**src/rtl/i2c_scl_pkg.sv**
```systemverilog
package i2c_scl_pkg;
  localparam int STD_MIN_CNT = 4;
  localparam int RISE_CAP    = 127;

  typedef enum logic [1:0] {MODE_STD, MODE_FAST, MODE_FMP} scl_mode_e;
  typedef enum logic [1:0] {PH_IDLE, PH_LOW, PH_REL} scl_phase_e;

  function automatic scl_mode_e mode_decode(input logic fast, input logic fmp);
    if (!fast) return MODE_STD;
    return fmp ? MODE_FMP : MODE_FAST;
  endfunction
endpackage

```
**src/rtl/scl_phase_calc.sv**
```systemverilog
module scl_phase_calc
  import i2c_scl_pkg::*;
#(
  parameter int CNT_W = 12,
  parameter int LEN_W = CNT_W + 5
) (
  input  logic [CNT_W-1:0] clkc_i,
  input  logic             fast_i,
  input  logic             duty_i,
  input  logic             fmp_i,
  output logic [LEN_W-1:0] low_len_o,
  output logic [LEN_W-1:0] high_len_o
);
  scl_mode_e        mode;
  logic [LEN_W-1:0] c_std, c_fast;

  always_comb begin
    mode   = mode_decode(fast_i, fmp_i);
    c_std  = (clkc_i < CNT_W'(STD_MIN_CNT)) ? LEN_W'(STD_MIN_CNT) : LEN_W'(clkc_i);
    c_fast = (clkc_i == '0) ? LEN_W'(1) : LEN_W'(clkc_i);
    unique case (mode)
      MODE_FAST, MODE_FMP: begin
        if (duty_i) begin
          low_len_o  = c_fast << 4;
          high_len_o = (c_fast << 3) + c_fast;
        end else begin
          low_len_o  = c_fast << 1;
          high_len_o = c_fast;
        end
      end
      default: begin
        low_len_o  = c_std;
        high_len_o = c_std;
      end
    endcase
  end

  always_comb begin
    if (!fast_i)
      AST_STD_SYM: assert (low_len_o == high_len_o && low_len_o >= LEN_W'(STD_MIN_CNT));
    if (fast_i && !duty_i)
      AST_FAST_RATIO: assert (low_len_o == (high_len_o << 1) && high_len_o != '0);
  end
endmodule

```
**src/rtl/scl_rise_budget.sv**
```systemverilog
module scl_rise_budget
  import i2c_scl_pkg::*;
#(
  parameter int RT_W  = 7,
  parameter int LEN_W = 17
) (
  input  logic [RT_W-1:0]  rise_i,
  output logic [LEN_W-1:0] rise_lim_o
);
  // clamp only when the port can express more than the cap
  if (RT_W > 7) begin : g_clamp
    always_comb
      rise_lim_o = (rise_i > RT_W'(RISE_CAP)) ? LEN_W'(RISE_CAP) : LEN_W'(rise_i);
  end else begin : g_pass
    always_comb rise_lim_o = LEN_W'(rise_i);
  end
endmodule

```
**src/rtl/scl_phase_ctrl.sv**
```systemverilog
module scl_phase_ctrl
  import i2c_scl_pkg::*;
#(
  parameter int LEN_W = 17
) (
  input  logic             clk_i,
  input  logic             rst_ni,
  input  logic             en_i,
  input  logic             scl_i,
  input  logic [LEN_W-1:0] low_len_i,
  input  logic [LEN_W-1:0] high_len_i,
  input  logic [LEN_W-1:0] rise_lim_i,
  output logic             drive_low_o,
  output logic             change_o,
  output logic             sample_o
);
  scl_phase_e       phase_q;
  logic [LEN_W-1:0] cnt_q;
  logic             first_q;
  logic             adv;

  assign adv = scl_i || (cnt_q <= rise_lim_i);

  always_ff @(posedge clk_i or negedge rst_ni) begin
    if (!rst_ni) begin
      phase_q <= PH_IDLE;
      cnt_q   <= '0;
      first_q <= 1'b0;
    end else if (!en_i) begin
      phase_q <= PH_IDLE;
      cnt_q   <= '0;
      first_q <= 1'b0;
    end else begin
      first_q <= 1'b0;
      unique case (phase_q)
        PH_LOW: begin
          if (cnt_q >= low_len_i) begin
            phase_q <= PH_REL;
            cnt_q   <= LEN_W'(1);
            first_q <= 1'b1;
          end else begin
            cnt_q <= cnt_q + 1'b1;
          end
        end
        PH_REL: begin
          if (adv) begin
            if (cnt_q >= high_len_i) begin
              phase_q <= PH_LOW;
              cnt_q   <= LEN_W'(1);
            end else begin
              cnt_q <= cnt_q + 1'b1;
            end
          end
        end
        default: begin
          phase_q <= PH_LOW;
          cnt_q   <= LEN_W'(1);
        end
      endcase
    end
  end

  assign drive_low_o = en_i && (phase_q == PH_LOW);
  assign change_o    = en_i && (phase_q == PH_LOW) && (cnt_q == LEN_W'(2));
  assign sample_o    = en_i && (phase_q == PH_REL) && first_q;

  AST_IDLE_WHEN_OFF: assert property (@(posedge clk_i) disable iff (!rst_ni)
    !en_i |=> (phase_q == PH_IDLE && cnt_q == '0));
  AST_LOW_BOUND: assert property (@(posedge clk_i) disable iff (!rst_ni)
    (en_i && phase_q == PH_LOW) |-> (cnt_q != '0 && cnt_q <= low_len_i));
  AST_CHANGE_SECOND: assert property (@(posedge clk_i) disable iff (!rst_ni)
    (en_i && $past(en_i) && $past(phase_q) != PH_LOW && phase_q == PH_LOW)
      |=> (!en_i || change_o));
  AST_SAMPLE_FIRST: assert property (@(posedge clk_i) disable iff (!rst_ni)
    (en_i && $past(en_i) && $fell(drive_low_o)) |-> sample_o);
  AST_STRETCH_HOLD: assert property (@(posedge clk_i) disable iff (!rst_ni)
    (en_i && phase_q == PH_REL && !scl_i && cnt_q > rise_lim_i)
      |=> (!en_i || cnt_q == $past(cnt_q)));
endmodule

```
**src/rtl/i2c_scl_timer.sv**
```systemverilog
module i2c_scl_timer
  import i2c_scl_pkg::*;
#(
  parameter int CNT_W = 12,
  parameter int RT_W  = 7
) (
  input  logic             clk_i,
  input  logic             rst_ni,
  input  logic             en_i,
  input  logic [CNT_W-1:0] clkc_i,
  input  logic             fast_i,
  input  logic             duty_i,
  input  logic             fmp_i,
  input  logic [RT_W-1:0]  rise_i,
  input  logic             scl_i,
  output logic             scl_low_o,
  output logic             sda_change_o,
  output logic             sda_sample_o
);
  localparam int LEN_W = CNT_W + 5; // holds 16*max count

  logic [LEN_W-1:0] low_len, high_len, rise_lim;

  scl_phase_calc #(.CNT_W(CNT_W), .LEN_W(LEN_W)) u_calc (
    .clkc_i    (clkc_i),
    .fast_i    (fast_i),
    .duty_i    (duty_i),
    .fmp_i     (fmp_i),
    .low_len_o (low_len),
    .high_len_o(high_len)
  );

  scl_rise_budget #(.RT_W(RT_W), .LEN_W(LEN_W)) u_rise (
    .rise_i    (rise_i),
    .rise_lim_o(rise_lim)
  );

  scl_phase_ctrl #(.LEN_W(LEN_W)) u_ctrl (
    .clk_i      (clk_i),
    .rst_ni     (rst_ni),
    .en_i       (en_i),
    .scl_i      (scl_i),
    .low_len_i  (low_len),
    .high_len_i (high_len),
    .rise_lim_i (rise_lim),
    .drive_low_o(scl_low_o),
    .change_o   (sda_change_o),
    .sample_o   (sda_sample_o)
  );
endmodule

```
**config.mk**
```make
export PLATFORM = sky130hd
export DESIGN_NAME = i2c_scl_timer
export DESIGN_NICKNAME = d
export VERILOG_FILES = /design/src/rtl/i2c_scl_pkg.sv /design/src/rtl/scl_phase_calc.sv /design/src/rtl/scl_rise_budget.sv /design/src/rtl/scl_phase_ctrl.sv /design/src/rtl/i2c_scl_timer.sv
export SDC_FILE = /design/constraint.sdc
export NUM_CORES = 1
export LEC_CHECK = 0
export CAP_MARGIN = 25
export CORE_AREA = 2 2 77 79
export CTS_CLUSTER_SIZE = 24
export DETAILED_ROUTE_END_ITERATION = 8
export DIE_AREA = 0 0 79 81
export PLACE_DENSITY_LB_ADDON = 0.08
export SLEW_MARGIN = 20
export SYNTH_ARGS = -nofsm -noshare
export SYNTH_HDL_FRONTEND = slang
export SYNTH_SLANG_ARGS = --single-unit
```
**constraint.sdc**
```tcl
create_clock -name clk_i -period 3.1 [get_ports clk_i]
set_input_delay 0.775 -clock clk_i [delete_from_list [all_inputs] [get_ports clk_i]]
set_output_delay 0.775 -clock clk_i [all_outputs]
set_load 0.005 [all_outputs]
```
==> flow_summary.ini <==
[run_status]
run_status = finished with violations
violations = negative setup slack

[setup_path]
rr_startpoint = u_ctrl.cnt_q[6]$_DFFE_PN0P_
start_kind = input port
crit_required_ns = 3.29
critical_path_arrival_ns = 5.17
critical_path_peak_fanout = 4
critPathCaptureType = register
crit_type = in2reg
critical_path.startpoint = clkc_i[9]

[clocking]
ctsHtreeMaxLevel = 1
clk_transition_reported_paths_ns = 0.07
cts_buffer_depth = 2
cts.root.buffer_cell = clkbuf_8
cts_made_buffers = 3
cts_sink_count = 20
worstSkewPairLatency_ns = 0.26
tritoncts = built

[timing]
max_freq_mhz = 201
setup-tns-final_ns = -34.20
unrepaired_setup_endpoints_after_global_routing = yes
period_share_pct = 161
worst_slew_margin_rel_pct = 57.3
final-setup-viol-count = 19
worst_pin_slew_ns = 0.638
final.setup_skew_ns = 0.00190
drv_slew = 0
finalHoldViolations = 0
final.min_clock_period_ns = 4.98
setup_slack_ns = -1.88

[floorplan]
die-height_um = 81
initial_cell_density_of_the_core_pct = 52.8
die-width_um = 79
design.core.area_sq_mm = 0.00568
floorplan.io_pins = 29
die-area_sq_mm = 0.00640
core.rowCount = 28

[synthesis]
synth_area_leader_cell = ha_1
synthesis.yosys.warnings = 0
synth_nets = 479
average_footprint_of_a_synthesized_cell_sq_um = 7.43
synth-seq-area-share_pct = 16.7
yosys_most_used_dff = dfrtp_1
postSynth.asyncResetShare_pct = 100
netlist-cell-type-count = 56
synth_top_area_share_pct = 20.5
post_synth_most_frequent_cells = ha_1 (49), nor2_1 (44), nand2_1 (42), a21oi_1 (31), nand3_1 (24)
synth_area_sq_mm = 0.00299
yosys.cell_count.top_type = ha_1
synth.ff_latch_count = 20
post_synth_inst_count = 403
synth-edff-count = 0
ys_top_cells_by_area = ha_1 (20%), dfrtp_1 (17%), nor2_1 (5.5%)

[power_and_ir_drop]
post-layout-total-power_w = 0.00114
total_leakage_power_nw = 1.93
power_density_mw_per_mm2 = 274
vdd_ir_drop_max_mv = 0.276

[routing]
routed_wirelength_mm = 8.95
route.detailed.wl_per_inst_um = 16.2
drc_errors = 0
dr.first_iter.drc_count = 216
vias_per_cell = 5.88
drt_first_pass_iters = 4
ant_nets = 0
vias = 3248

[finish]
fin_area_sq_mm = 0.00415
drive_above_1_share_pct = 31.0
design.final.nets = 555
finalCoreUtilization_pct = 73.1
fin_cells = 552
antenna_cells = 0
area_growth_pct = 38.7
filler_cell_count = 457

[global_routing]
number_of_global_route_vias_before_repair = 3241
grt_util_all_layers_pct = 28.5
grt_antenna_before_repair = 0
grt_pass1_wl_mm = 14.8
grt_start_max_net_pins = 21
grt-ovfl-total = 0

[placed_design]
placedCellCount = 536
dpl.hpwl_mm = 6.57
place_congestion = 0.817
port_buffers = 27
placed_area_sq_mm = 0.00375

[worst_hold_path]
hold_start = u_ctrl.phase_q[0]$_DFFE_PN0P_
hp-class = reg2reg

[job]
cap_viol_max_count = 0
cell usage in the layout, fill, tap and decap left out, types with 6 or more instances in the layout:
cell	Yosys	layout
a21oi_1	31	26
buf_6	1	6
nand2_1	42	41
nor3_1	9	8
dfrtp_1	20	20
nand3_1	24	19
nand3_2	1	6
o21ai_0	19	16
mux2i_1	10	10
ha_1	49	47
buf_4	1	62
clkdlybuf4s50_1	0	16
nand4_1	7	7
a22oi_2	0	11
nor2_1	44	39
inv_1	21	19
a21o_1	7	7
state kept, by name (all words and copies together) (netlist names):
signal,count
u_ctrl.cnt_q,17
u_ctrl.phase_q,2
u_ctrl.first_q,1
timing repair:
action                                  in CTS  in global routing
gates cloned                                 0                  0
pin swaps                                   42                 36
gates resized for setup                     77                 29
buffers inserted                            27                 11
endpoints found under the setup margin      20                 20
hold buffers                                 0                  0
stage by stage:
| stage | hold slack [ns] | setup slack [ns] |
|---|---|---|
| 2_1_floorplan | 0.479 | -1.83 |
| 3_3_place_gp | 0.540 | -2.45 |
| 3_5_place_dp | 0.564 | -2.71 |
| 4_1_cts | 0.576 | -1.82 |
| 5_1_grt | 0.614 | -2.08 |
| 6_report | 0.573 | -1.88 |
routing by layer:
metal | wire [um] | part of all wire [%] | track usage, % | vias to the layer above
li1 | - | - | - | 1609
met1 | 3830 | 43 | 33.8 | 1545
met2 | 4610 | 52 | 53.9 | 71
met3 | 229 | 2.6 | 1.11 | 23
met4 | 274 | 3.1 | 11.7 | 0
met5 | 0 | 0 | 0 | -
where the power goes:
part	leakage [nW]	switching, W	internal [W]
clock	0.0216	0.0000850	0.0000867
combinational	1.63	0.000348	0.000325
sequential	0.276	0.0000161	0.000278
total	1.93	0.000449	0.000689
critical path: stages:
cell	delay (ns)
buf_8	0.10
nor4_4	0.32
nand3_2	0.13
nor2_2	0.10
nor2_2	0.05
inv_2	0.08
ha_4	0.13
inv_2	0.03
fa_2	0.34
nand2b_4	0.16
a21oi_4	0.14
o21a_4	0.18
a2111oi_4	0.04
nor4_2	0.34
buf_4	0.18
a21oi_2	0.05
or3_4	0.34
ha_4	0.28
nand4b_1	0.18
nor3_2	0.25
a22oi_2	0.09
nand4_1	0.18
buf_4	0.16
nand2_4	0.05
or4_1	0.40
o21ai_1	0.09
cell type report:
cell class | count | area, sq um | share of cell area (%)
well taps | 75 | 93.8 | 2.26
inverters | 21 | 78.8 | 1.90
repair buffers | 96 | 810 | 19.5
clock buffers | 3 | 41.3 | 0.995
multi-input cells | 337 | 2630 | 63.3
flip-flops and latches | 20 | 500 | 12.1
cells by family (layout without fill, tap and decap cells):
| family | count (synthesis) | in the layout | share of synthesized area, % |
|---|---|---|---|
| AO/OA/AOI/OAI | 100 | 100 | 21.7 |
| XOR/XNOR | 10 | 10 | 2.93 |
| adder cells (fa/ha/maj) | 50 | 50 | 21.1 |
| buffers and inverters | 46 | 120 | 6.27 |
| flip-flops | 20 | 20 | 16.7 |
| multiplexers | 11 | 11 | 3.72 |
| AND/OR/NAND/NOR | 166 | 166 | 27.5 |
worst paths after layout:
path                                                 end  cells past startpoint  slack, ns
setup / recovery           u_ctrl.phase_q[0]$_DFFE_PN0P_                     26      -1.88
hold / removal             u_ctrl.phase_q[0]$_DFFE_PN0P_                      2       0.57
setup reg to reg            u_ctrl.cnt_q[11]$_DFFE_PN0P_                     10       0.56
hold reg to reg            u_ctrl.phase_q[0]$_DFFE_PN0P_                      2       0.57
max in group asynchronous   u_ctrl.cnt_q[13]$_DFFE_PN0P_                      2       2.05
min in group asynchronous       u_ctrl.first_q$_DFF_PN0_                      2       0.84
(Power assumes the default switching activity.)
